`config.mk`:
```
export PLATFORM = sky130hd
export DESIGN_NAME = dbgq_top
export DESIGN_NICKNAME = d
export VERILOG_FILES = /design/src/rtl/dbgq_pkg.sv /design/src/rtl/dbgq_ctrl.sv /design/src/rtl/dbgq_datapath.sv /design/src/rtl/dbgq_top.sv
export SDC_FILE = /design/constraint.sdc
export NUM_CORES = 1
export LEC_CHECK = 0
export BUFFER_PORTS_ARGS = -buffer_cell sky130_fd_sc_hd__buf_2
export CORE_MARGIN = 3
export CORE_UTILIZATION = 35
export CTS_CLUSTER_DIAMETER = 60
export CTS_CLUSTER_SIZE = 12
export DETAILED_ROUTE_END_ITERATION = 12
export PLACE_DENSITY = 0.62
export SLEW_MARGIN = 20
export SYNTH_ARGS = -nofsm -noshare
export SYNTH_HDL_FRONTEND = slang
export SYNTH_SLANG_ARGS = --single-unit
```
`constraint.sdc`:
```
create_clock -name clk -period 2.5 [get_ports clk]
set_input_delay 0.25 -clock clk [delete_from_list [all_inputs] [get_ports clk]]
set_output_delay 0.25 -clock clk [all_outputs]
set_load 0.1 [all_outputs]
```
`src/rtl/dbgq_pkg.sv`:
```
package dbgq_pkg;

  localparam int WORD_W = 32;
  localparam int LBN_W  = 4;

  // Decoded filter fields of one slot control word
  typedef struct packed {
    logic             en;
    logic [1:0]       pac;
    logic             hmc;
    logic [1:0]       ssc;
    logic [LBN_W-1:0] lbn;
    logic             link;
  } slotCfg_t;

  // Control -> datapath strobes
  typedef struct packed {
    logic              wrBpCtrl;
    logic              wrBpVal;
    logic              wrWpCtrl;
    logic [LBN_W-1:0]  slot;
    logic [WORD_W-1:0] data;
    logic              evalEn;
    logic [1:0]        bpEl;
    logic [1:0]        wpEl;
  } ctlStrobe_t;

  function automatic slotCfg_t decodeCfg(input logic [WORD_W-1:0] w);
    slotCfg_t c;
    c.en   = w[0];
    c.pac  = w[2:1];
    c.hmc  = w[13];
    c.ssc  = w[15:14];
    c.lbn  = w[19:16];
    c.link = w[20];
    return c;
  endfunction

  function automatic logic sscPass(input logic [1:0] ssc, input logic sec);
    case (ssc)
      2'd0:    return 1'b1;
      2'd2:    return sec;
      default: return !sec;
    endcase
  endfunction

  function automatic logic elPass(input slotCfg_t c, input logic [1:0] el);
    case (el)
      2'd0:    return c.pac[1];
      2'd1:    return c.pac[0];
      default: return c.hmc;
    endcase
  endfunction

endpackage

```
`src/rtl/dbgq_ctrl.sv`:
```
module dbgq_ctrl
  import dbgq_pkg::*;
(
  input  logic              cfgWe,
  input  logic [1:0]        cfgSpace,
  input  logic [LBN_W-1:0]  cfgIdx,
  input  logic [WORD_W-1:0] cfgWdata,
  input  logic              hitValid,
  input  logic              dbgEnable,
  input  logic              dbgUnmasked,
  input  logic [1:0]        curEl,
  input  logic              wpUnpriv,
  output ctlStrobe_t        strobe
);

  always_comb begin
    strobe.wrBpCtrl = cfgWe && (cfgSpace == 2'd0);
    strobe.wrBpVal  = cfgWe && (cfgSpace == 2'd1);
    strobe.wrWpCtrl = cfgWe && (cfgSpace == 2'd2);
    strobe.slot     = cfgIdx;
    strobe.data     = cfgWdata;
    strobe.evalEn   = hitValid && dbgEnable && dbgUnmasked;
    strobe.bpEl     = curEl;
    strobe.wpEl     = wpUnpriv ? 2'd0 : curEl;
  end

endmodule

```
`src/rtl/dbgq_datapath.sv`:
```
module dbgq_datapath
  import dbgq_pkg::*;
#(
  parameter int NUM_BP  = 16,
  parameter int NUM_WP  = 16,
  parameter int NUM_CTX = 2,
  localparam int BP_IDX_W = (NUM_BP > 1) ? $clog2(NUM_BP) : 1,
  localparam int WP_IDX_W = (NUM_WP > 1) ? $clog2(NUM_WP) : 1,
  localparam int LINK_N   = 1 << LBN_W,
  localparam int CTX_LO   = NUM_BP - NUM_CTX
)(
  input  logic                clk,
  input  logic                rstN,
  input  ctlStrobe_t          strobe,
  input  logic [NUM_BP-1:0]   bpHit,
  input  logic [NUM_WP-1:0]   wpHit,
  input  logic                isSecure,
  input  logic [WORD_W-1:0]   contextId,
  output logic                bpEvent,
  output logic [BP_IDX_W-1:0] bpIdx,
  output logic                wpEvent,
  output logic [WP_IDX_W-1:0] wpIdx
);

  slotCfg_t          bpCfg  [NUM_BP];
  logic [3:0]        bpKind [NUM_BP];
  logic [WORD_W-1:0] bpVal  [NUM_BP];
  slotCfg_t          wpCfg  [NUM_WP];

  // Configuration storage
  always_ff @(posedge clk or negedge rstN) begin
    if (!rstN) begin
      for (int i = 0; i < NUM_BP; i++) begin
        bpCfg[i]  <= '0;
        bpKind[i] <= '0;
        bpVal[i]  <= '0;
      end
      for (int i = 0; i < NUM_WP; i++) wpCfg[i] <= '0;
    end else begin
      for (int i = 0; i < NUM_BP; i++) begin
        if (strobe.wrBpCtrl && strobe.slot == LBN_W'(i)) begin
          bpCfg[i]  <= decodeCfg(strobe.data);
          bpKind[i] <= strobe.data[23:20];
        end
        if (strobe.wrBpVal && strobe.slot == LBN_W'(i))
          bpVal[i] <= strobe.data;
      end
      for (int i = 0; i < NUM_WP; i++)
        if (strobe.wrWpCtrl && strobe.slot == LBN_W'(i))
          wpCfg[i] <= decodeCfg(strobe.data);
    end
  end

  // Link check for every possible link number
  logic [LINK_N-1:0] linkPass;
  logic              ctxElOk;
  assign ctxElOk = (strobe.bpEl < 2'd2);

  for (genvar l = 0; l < LINK_N; l++) begin : g_link
    if (l < NUM_BP && l >= CTX_LO) begin : g_ctx
      assign linkPass[l] = bpCfg[l].en && (bpKind[l] == 4'd3) &&
                           ctxElOk && (contextId == bpVal[l]);
    end else begin : g_none
      assign linkPass[l] = 1'b0;
    end
  end

  // Per-slot qualification
  logic [NUM_BP-1:0] bpQual;
  logic [NUM_WP-1:0] wpQual;

  for (genvar i = 0; i < NUM_BP; i++) begin : g_bp
    assign bpQual[i] = strobe.evalEn && bpHit[i] && bpCfg[i].en &&
                       sscPass(bpCfg[i].ssc, isSecure) &&
                       elPass(bpCfg[i], strobe.bpEl) &&
                       (!bpCfg[i].link || linkPass[bpCfg[i].lbn]);
  end

  for (genvar i = 0; i < NUM_WP; i++) begin : g_wp
    assign wpQual[i] = strobe.evalEn && wpHit[i] && wpCfg[i].en &&
                       sscPass(wpCfg[i].ssc, isSecure) &&
                       elPass(wpCfg[i], strobe.wpEl) &&
                       (!wpCfg[i].link || linkPass[wpCfg[i].lbn]);
  end

  // Lowest-index selection
  logic [BP_IDX_W-1:0] bpSel;
  logic [WP_IDX_W-1:0] wpSel;

  always_comb begin
    bpSel = '0;
    for (int i = NUM_BP - 1; i >= 0; i--)
      if (bpQual[i]) bpSel = BP_IDX_W'(i);
  end

  always_comb begin
    wpSel = '0;
    for (int i = NUM_WP - 1; i >= 0; i--)
      if (wpQual[i]) wpSel = WP_IDX_W'(i);
  end

  always_ff @(posedge clk or negedge rstN) begin
    if (!rstN) begin
      bpEvent <= 1'b0;
      bpIdx   <= '0;
      wpEvent <= 1'b0;
      wpIdx   <= '0;
    end else begin
      bpEvent <= |bpQual;
      bpIdx   <= bpSel;
      wpEvent <= |wpQual;
      wpIdx   <= wpSel;
    end
  end

endmodule

```
`src/rtl/dbgq_top.sv`:
```
module dbgq_top
  import dbgq_pkg::*;
#(
  parameter int NUM_BP  = 16,
  parameter int NUM_WP  = 16,
  parameter int NUM_CTX = 2,
  localparam int BP_IDX_W = (NUM_BP > 1) ? $clog2(NUM_BP) : 1,
  localparam int WP_IDX_W = (NUM_WP > 1) ? $clog2(NUM_WP) : 1
)(
  input  logic                clk,
  input  logic                rstN,
  input  logic                cfgWe,
  input  logic [1:0]          cfgSpace,
  input  logic [3:0]          cfgIdx,
  input  logic [31:0]         cfgWdata,
  input  logic                hitValid,
  input  logic [NUM_BP-1:0]   bpHit,
  input  logic [NUM_WP-1:0]   wpHit,
  input  logic [1:0]          curEl,
  input  logic                isSecure,
  input  logic                wpUnpriv,
  input  logic [31:0]         contextId,
  input  logic                dbgEnable,
  input  logic                dbgUnmasked,
  output logic                bpEvent,
  output logic [BP_IDX_W-1:0] bpIdx,
  output logic                wpEvent,
  output logic [WP_IDX_W-1:0] wpIdx
);

  ctlStrobe_t strobe;

  dbgq_ctrl i_ctrl (
    .cfgWe      (cfgWe),
    .cfgSpace   (cfgSpace),
    .cfgIdx     (cfgIdx),
    .cfgWdata   (cfgWdata),
    .hitValid   (hitValid),
    .dbgEnable  (dbgEnable),
    .dbgUnmasked(dbgUnmasked),
    .curEl      (curEl),
    .wpUnpriv   (wpUnpriv),
    .strobe     (strobe)
  );

  dbgq_datapath #(
    .NUM_BP (NUM_BP),
    .NUM_WP (NUM_WP),
    .NUM_CTX(NUM_CTX)
  ) i_datapath (
    .clk      (clk),
    .rstN     (rstN),
    .strobe   (strobe),
    .bpHit    (bpHit),
    .wpHit    (wpHit),
    .isSecure (isSecure),
    .contextId(contextId),
    .bpEvent  (bpEvent),
    .bpIdx    (bpIdx),
    .wpEvent  (wpEvent),
    .wpIdx    (wpIdx)
  );

endmodule

```
# [Word-level counts from Yosys, hierarchy flattened]
# Index checks and enable logic that the tools add are counted.
[word_totals] regBits=434 elab_cells=757
[classes] magnitude_cmp=33 n_eq_ne=55 n_mux=161 n_reduce_logical=308
[op_table] op="$logic_and 1x1->1" count=205
[op_table] op="$lt 4x5->1 const B" count=32
[op_table] op="$bmux 1 s4" count=32
[op_table] op="$mux 4" count=32
[op_table] op="$pmux 1 s2" count=64
[op_table] op="$logic_not 2->1" count=35
[op_table] op="$eq 2x2->1 const B" count=33
[op_table] op="$eq 32x32->1" count=2
[op_table] op="$logic_not 1->1" count=33
[op_table] op="$eq 4x4->1 const B" count=8
[op_table] op="$logic_or 1x1->1" count=32
[op_table] op="$mux 1" count=32
[op_table] op="$reduce_or 16->1" count=2
[op_table] op="$eq 4x2->1 const B" count=4
[op_table] op="$eq 4x3->1 const B" count=4
[op_table] op="$eq 2x1->1 const B" count=3
[op_table] op="$eq 4x1->1 const B" count=1
[op_table] op="$logic_not 4->1" count=1
[op_table] op="$lt 2x2->1 const B" count=1
[op_table] op="$mux 2" count=1

# [Logic depth before layout (Yosys ltp)]
# Gate-level depths: netlist (run 1).
[logic_depth] ltp_word=24 depth_mapped=12

# [By module]
# A second synthesis (run 1) with hierarchy kept.
[unflattened] hier_cells=1562 hier_area_um2=20031.7
[modules_own_cells] module="dbgq_datapath" instances=1 cells_per_inst=1518 area_per_inst_um2=19697.6 seq_area_each_um2=10810.4
[modules_own_cells] module="dbgq_ctrl" instances=1 cells_per_inst=44 area_per_inst_um2=334.1 seq_area_each_um2=0.0

# [Worst setup path before layout (run 1)]
# No wires, ideal clock.
[synth_path] path_kind="flip-flop to flip-flop" start="register i_datapath.bpVal[63] (netlist bit)" end="register i_datapath.bpIdx[1]" setup_ps=130 arrival_time_ps=2189 path_slack_ps=181 stages_incl_launch_ff=11 synth_period_minus_slack_ps=2319 path_cell_list="dfrtp_1 -> xor2_1 -> nor4_2 -> nand3_1 -> buf_2 -> or4_1 -> o221ai_1 -> a21oi_1 -> or2_0 -> o211ai_1 -> a21boi_1"
[synth_between] elab_chain_len=22
[synth_lines] item="start, declared" line_no="dbgq_datapath.sv:27" text="logic [WORD_W-1:0] bpVal [NUM_BP];"
[synth_lines] item="start signal, assigned by index" line_no="dbgq_datapath.sv:46" text="bpVal[i] <= strobe.data;"
[synth_lines] item="$eq 32x32->1 *" line_no="dbgq_datapath.sv:62" text="ctxElOk && (contextId == bpVal[l]);"
[synth_lines] item="$logic_and 1x1->1 *" line_no="dbgq_datapath.sv:62"
[synth_lines] item="$bmux 1 s4" line_no="dbgq_datapath.sv:76" text="(!bpCfg[i].link || linkPass[bpCfg[i].lbn]);"
[synth_lines] item="$mux 1 (not written as such)" line_no="dbgq_datapath.sv:76"
[synth_lines] item="$logic_or 1x1->1" line_no="dbgq_datapath.sv:76"
[synth_lines] item="$logic_and 1x1->1" line_no="dbgq_datapath.sv:75" text="elPass(bpCfg[i], strobe.bpEl) &&"
[synth_lines] item="$mux 4 (15 in a row)" line_no="dbgq_datapath.sv:93" text="if (bpQual[i]) bpSel = BP_IDX_W'(i);"
[synth_lines] item="$mux 4 *" line_no="dbgq_datapath.sv:93"
[synth_lines] item="net i_datapath.bpSel[1]" line_no="dbgq_datapath.sv:87" text="logic [BP_IDX_W-1:0] bpSel;"
[synth_lines] item="end signal, assigned" line_no="dbgq_datapath.sv:110" text="bpIdx <= bpSel;"
[synth_lines] item="end, declared" line_no="dbgq_datapath.sv:20" text="output logic [BP_IDX_W-1:0] bpIdx,"
# Mark *: on every way through the listed nets, which the timed path passes. The rest lies on a longest branch. The select of a mux whose other input is x is not followed.
# A chain may end at the register's enable or synchronous reset.

# [Final worst setup path (run 1)]
[layout_path] start="register i_datapath.bpVal[53] (netlist bit)" end="register i_datapath.bpIdx[0]"
# The elaborated chain is that of the path after synthesis.

==> impl_metrics.yaml, run 1 <==
sta:
  setup_viol: 10
  layout_min_cycle_time_ns: 2.88
  finalWorstSetupSlack_ns: -0.383
  tns_ns: -3.04
  hold_viol: 0
  fin_crit_sh_pct: 115
  rsz0062_at_grt: "true"
  relSlewSlack_pct: 31.8
  tightestPinTransition_ns: 1.02
  fmax_ghz: 0.347
  slew_viol_final: 0
  finClkSkew_ns: 0.0245
grt:
  grt_start_max_net_pins: 81
  grt_pass1_wl_microns: 85700
  track_usage_pct: 18.5
  antenna_found_initial: 9
  grt_overflow_total: 0
  grt_pass1_vias: 14500
cts:
  cts_tree: "yes"
  cts_buffer_depth: 3
  clkTransAtPathRegs_ns: 0.06
  clk_latency_ns: 0.57
  cts_buffers: 44
  htree_levels: 2
  cts-root-buf: "clkbuf_16"
  cts.sinks: 432
logic_synthesis:
  synth_top_family_by_area: "multiplexers"
  netlist.area_leader.share_pct: 53.9
  synth_nets: 1701
  synthAdderAreaFrac_pct: 0
  yosys_most_used_dff: "dfrtp_1"
  async_flop_share_pct: 100
  synth_cell_types: 65
  synth_top_area_cell: "dfrtp_1"
  synth-simple-area-share_pct: 10.2
  synth_cells: 1589
  ys_top_cells_by_area: "dfrtp_1 (54%), mux2_2 (23%), xor2_1 (2.8%)"
  ys_warn_count: 0
  syn_area_per_cell_sq_um: 12.6
  synth_compound_area_share_pct: 5.67
  synthXorXnorAreaFrac_pct: 2.80
  synth_edf_count: 0
  syn_area_sq_mm: 0.0201
  seq_area_frac_synth_pct: 53.9
  synth_seq_cells: 432
  synth_mux_area_share_pct: 24.7
route:
  dr.pass1.iters: 5
  drt_iter0_markers: 829
  drc_errors: 0
  wire_per_inst_microns: 21.5
  antenna_left: 0
  avgViaCountPerCell: 5.38
  finalWirelength_microns: 56000
  vias: 14000
power_and_ir_drop:
  p_leak_nw: 11.4
  finalPower_mw: 16.8
  powerDensity_mw_per_mm2: 678
  ir_drop_uv: 520
status:
  status: "finished with violations"
  violations: "negative setup slack"
die:
  fp.dieW_microns: 245
  initial_utilization_pct: 35.5
  ios: 122
  fp.coreArea_sq_mm: 0.0565
  die_area_sq_mm: 0.0602
  rows: 87
  die_h_microns: 245
hold_path:
  worstHoldStart: "cfgWdata[21]"
  hp-class: "primary input to flop"
final_layout:
  fin_cells: 2607
  synthToLayoutAreaGrowth_pct: 23.1
  drive_gt1_share_pct: 46.4
  final_util_pct: 43.7
  fin_nets: 1954
placement:
  dp_cells: 2514
  hpwl_microns: 38100
  place_congestion: 0.862
  port_buffers: 121
run:
  cap_violations: 0
critical_path:
  endpoint_kind: "flop"
  worstSetupStartpointType: "flop"
  cp_max_fo: 5
  reg2reg_from: "i_datapath.bpVal[53]$_DFFE_PN0P_"
  worstPathRequired_ns: 2.98
  critical_path_class: "flop to flop"
  crit_arrival_ns: 3.36
  setup.worst_path.start: "i_datapath.bpVal[53]$_DFFE_PN0P_"
## critical path: stages (launching register included)
cell and delay (ns):
dfrtp_1 0.41, xor2_2 0.21, nor4_2 0.30, nand4_1 0.30
buf_6 0.25, or3_4 0.42, nor4b_4 0.40, nor3_1 0.11
nor3_2 0.18, o31ai_1 0.10, o211ai_1 0.11
## metrics by stage
| step | worst slack, ns | cell area (sq um) | hold WS [ns] |
|---|---|---|---|
| after CTS | -0.285 | 24300 | 0.0115 |
| after floorplan | 0.181 | 20100 | -0.0456 |
| after global routing | -0.425 | 24700 | 0.0216 |
| after global placement | -0.511 | 22400 | 0.247 |
| after detailed placement | -0.510 | 22400 | 0.255 |
| final | -0.383 | 24700 | 0.0372 |
## power breakdown
part | switching (mW) | leakage [nW] | internal (mW)
combinational | 1.12 | 5.11 | 1.17
clock | 2.64 | 0.607 | 3.36
sequential | 0.539 | 5.72 | 7.92
total | 4.30 | 11.4 | 12.4
## path summary, 6_finish.rpt
check	end	slack [ns]	cells past startpoint
setup / recovery	i_datapath.bpIdx[0]$_DFF_PN0_	-0.38	10
hold / removal	i_datapath.bpKind[5]$_DFFE_PN0P_	0.04	2
setup reg to reg	i_datapath.bpIdx[0]$_DFF_PN0_	-0.38	10
hold reg to reg	i_datapath.bpCfg[149]$_DFFE_PN0P_	0.50	1
max in group asynchronous	i_datapath.bpVal[8]$_DFFE_PN0P_	1.36	3
min in group asynchronous	i_datapath.bpVal[28]$_DFFE_PN0P_	0.25	2
## cell usage after synthesis, types with 13 or more instances
library cell,instances
a21oi_1,26
and3_1,13
clkbuf_1,75
dfrtp_1,432
inv_1,22
mux2_2,416
mux2i_1,24
nand2_1,66
nand3_1,46
nand4_1,22
nor2_1,57
nor3_1,33
nor3b_1,33
nor4_1,44
o2111ai_1,13
o21ai_0,27
o22ai_1,16
xor2_1,64
## logic make-up (layout without fill, tap and decap cells)
family	count (synthesis)	count (layout)
AOI/OAI and AO/OA	157	157
xor gates and xnor gates	64	64
muxes	441	441
DFF	432	432
buffers and inverters	125	386
other	0	1
and+or+nand+nor	370	370
## cell type report
type	instances	area, sq um
antenna	1	2.50
timing repair buffer	309	2310
inverter	23	86.3
clock buffer	48	1160
clock inverter	6	65.1
multi-input combinational	1032	9310
sequential	432	10800
tap	756	946
fill	5138	31800
## metal layers
layer	global-route usage, %	up-vias	wire (microns)
met5	0	-	89
met4	4.90	14	1400
met3	3.82	101	2900
li1	-	6262	-
met1	25.1	7328	25200
met2	30.2	333	26400
## what timing repair did
action | in CTS | in global routing
setup buffers | 9 | 9
hold buffers | 20 | 0
gates resized for setup | 65 | 45
endpoints found under the hold margin | 96 | 0
endpoints found under the setup margin | 10 | 10
pin swaps | 31 | 21
## sequential cells by signal, summed over array words and instances, names as in the netlist
register,cells
i_datapath.bpCfg,174
i_datapath.wpIdx,4
i_datapath.bpEvent,1
i_datapath.bpVal,64
i_datapath.wpCfg,176
i_datapath.bpKind,8
i_datapath.wpEvent,1
i_datapath.bpIdx,4
## placed cells by master (no fill, tap or decap), drive strengths merged, types with 26 or more instances in the layout
| cell type | netlist | routed |
|---|---|---|
| clkbuf | 75 | 48 |
| nor3 | 36 | 36 |
| a21oi | 26 | 26 |
| mux2 | 416 | 416 |
| nand2 | 66 | 66 |
| nor3b | 33 | 33 |
| dfrtp | 432 | 432 |
| nand3 | 46 | 46 |
| xor2 | 64 | 64 |
| o21ai | 27 | 27 |
| nor4 | 49 | 49 |
| nor2 | 57 | 57 |
| buf | 27 | 289 |
No activity file was read; power rests on OpenSTA's default activity.
==> inputs of run 2 (changes only) <==
--- a/config.mk
+++ b/config.mk
@@ -12,6 +12,7 @@
 export CTS_CLUSTER_SIZE = 12
 export DETAILED_ROUTE_END_ITERATION = 12
 export PLACE_DENSITY = 0.62
+export RECOVER_POWER = 25
 export SLEW_MARGIN = 20
 export SYNTH_ARGS = -nofsm -noshare
 export SYNTH_HDL_FRONTEND = slang
==> impl_metrics.yaml, run 2 (synthesis results as in run 1) <==
status:
  status: "finished with violations"
  violations: "max-capacitance violations, max-slew violations, negative setup slack"
placement:
  dp_cells: 2514
  pre_cts_slack_ns: -0.510
  placedInstanceArea_sq_mm: 0.0224
  place_congestion: 0.862
  port_buffers: 121
  hpwl_microns: 38100
critical_path:
  worst-path-stages: 11
  crit_arrival_ns: 3.32
  cp_max_fo: 5
  crit_chain: "xor2_2, nor4_2, nand4_1, buf_6, buf_6, or4_4, o221ai_4, a21oi_2, or2_0, o211ai_1, a21boi_1"
  crit_top_cell: "buf_6"
  crit_slowest_cell: "or4_4"
  worstSetupStartpointType: "flop"
  critical_path_class: "flop to flop"
  max_stage_delay_ns: 0.53
  ff2ff_path_depth: 11
  crit_family: "simple AND/OR/NAND/NOR gates"
  cp_num_buf_inv: 2
  worstPathRequired_ns: 2.94
  endpoint_kind: "flop"
final_layout:
  final_cell_area_sq_mm: 0.0246
  final_cell_mix: "dfrtp_1 (432), mux2_2 (416), buf_4 (135), buf_2 (118), nand2_1 (65)"
  largest_register: "i_datapath.wpCfg"
  fin_nets: 1954
  reg_top3: "i_datapath.wpCfg: 176 flops, i_datapath.bpCfg: 174 flops, i_datapath.bpVal: 64 flops"
  drive_gt1_share_pct: 45.9
  largest_register_ff_count: 176
  synthToLayoutAreaGrowth_pct: 22.7
  layout_commonest_cell: "dfrtp_1"
  fin_cells: 2607
grt:
  antenna_found_initial: 8
  grt_pass1_vias: 14500
  grt_pass1_wl_microns: 85700
  grt_overflow_total: 0
  grt_start_max_net_pins: 81
  track_usage_pct: 18.5
die:
  die_area_sq_mm: 0.0602
  fp.coreArea_sq_mm: 0.0565
  rows: 87
  die_h_microns: 245
  initial_utilization_pct: 35.5
  fp.dieW_microns: 245
  ios: 122
sta:
  fin_crit_sh_pct: 115
  rsz0062_at_grt: "true"
  slew_viol_final: 65
  fmax_ghz: 0.347
  tightestPinTransition_ns: 1.76
  hold_viol: 0
  tns_ns: -3.05
  finalWorstSetupSlack_ns: -0.381
  setup_viol: 10
  finClkSkew_ns: 0.0224
  layout_min_cycle_time_ns: 2.88
  relSlewSlack_pct: -17.0
cts:
  clk_latency_ns: 0.57
  clkTransAtPathRegs_ns: 0.06
  cts.sinks: 432
  htree_levels: 2
  cts-root-buf: "clkbuf_16"
  cts_tree: "yes"
  cts_buffer_depth: 3
  cts_buffers: 44
hold_path:
  hp-class: "primary input to flop"
  worst_hold_path.num_cells: 2
route:
  antenna_left: 0
  dr.pass1.iters: 5
  avgViaCountPerCell: 5.38
  met2_length_microns: 26500
  finalWirelength_microns: 56100
  vias: 14000
  route.met3.wl_microns: 2920
  wl_met1_microns: 25100
  drt_iter0_markers: 808
  drc_errors: 0
  wire_per_inst_microns: 21.5
  top_layer_used: "met5"
power_and_ir_drop:
  p_int_mw: 12.4
  p_leak_nw: 11.4
  p_sw_share_pct: 25.7
  comb_power_share_pct: 13.6
  p_seq_share_pct: 50.5
  ir_drop_uv: 520
  powerDensity_mw_per_mm2: 680
  p_switching_mw: 4.30
  p_clk_share_pct: 35.9
run:
  cap_violations: 1
==> run 2: final cells by class <==
type	count	area, sq um
inverter	23	86.3
fill	5156	31900
timing repair buffer	309	2220
multi-input combinational	1032	9310
sequential	432	10800
tap	756	946
clock buffer	48	1160
antenna	1	2.50
clock inverter	6	65.1
==> run 2: path summary, 6_finish.rpt <==
| kind | start | end | slack (ns) |
|---|---|---|---|
| worst min register to register | i_datapath.bpCfg[149]$_DFFE_PN0P_ | i_datapath.bpCfg[149]$_DFFE_PN0P_ | 0.50 |
| max in group asynchronous | rstN | i_datapath.bpCfg[117]$_DFFE_PN0P_ | 0.21 |
| min in group asynchronous | rstN | i_datapath.bpVal[28]$_DFFE_PN0P_ | 0.70 |
| worst max register to register | i_datapath.bpVal[53]$_DFFE_PN0P_ | i_datapath.bpIdx[1]$_DFF_PN0_ | -0.38 |
| worst max-delay path | i_datapath.bpVal[53]$_DFFE_PN0P_ | i_datapath.bpIdx[1]$_DFF_PN0_ | -0.38 |
| worst min-delay path | cfgWdata[21] | i_datapath.bpKind[5]$_DFFE_PN0P_ | 0.04 |
==> run 2: through the flow <==
step	hold slack [ns]	total power, mW	utilization [%]
detailed placement	0.255	10.7	39.7
global placement	0.247	10.6	39.7
CTS	0.0115	16.8	43.1
floorplan	-0.0456	9.78	-
finish	0.0388	16.7	43.5
global route	0.0216	17.5	43.5
==> run 2: worst register-to-register path: cells and delay by family (launching register included) <==
family          cells  cell delay, ns
simple gates        4            1.35
compound gates      4            0.41
flops               1            0.41
buf+inv             2            0.37
xor+xnor            1            0.21
==> run 2: metal layers <==
layer | global-route usage, % | up-vias
met5 | 0 | -
met4 | 4.90 | 14
met3 | 3.82 | 102
met2 | 30.2 | 335
met1 | 25.1 | 7308
li1 | - | 6263
==> run 2: repair_timing <==
item / in CTS / in global routing
hold endpoints to repair: 96 / 0
resized for setup: 65 / 45
hold buffers: 20 / 0
pin swaps: 31 / 21
setup endpoints to repair: 10 / 10
buffers inserted: 9 / 9
==> run 2: power groups by stage <==
stage / combinational, mW / sequential, mW / clock (mW)
CTS: 2.27 / 8.45 / 6.13
global placement: 2.09 / 8.48 / 0
global route: 2.48 / 8.57 / 6.41
finish: 2.28 / 8.46 / 6.00
floorplan: 1.34 / 8.44 / 0
detailed placement: 2.17 / 8.55 / 0
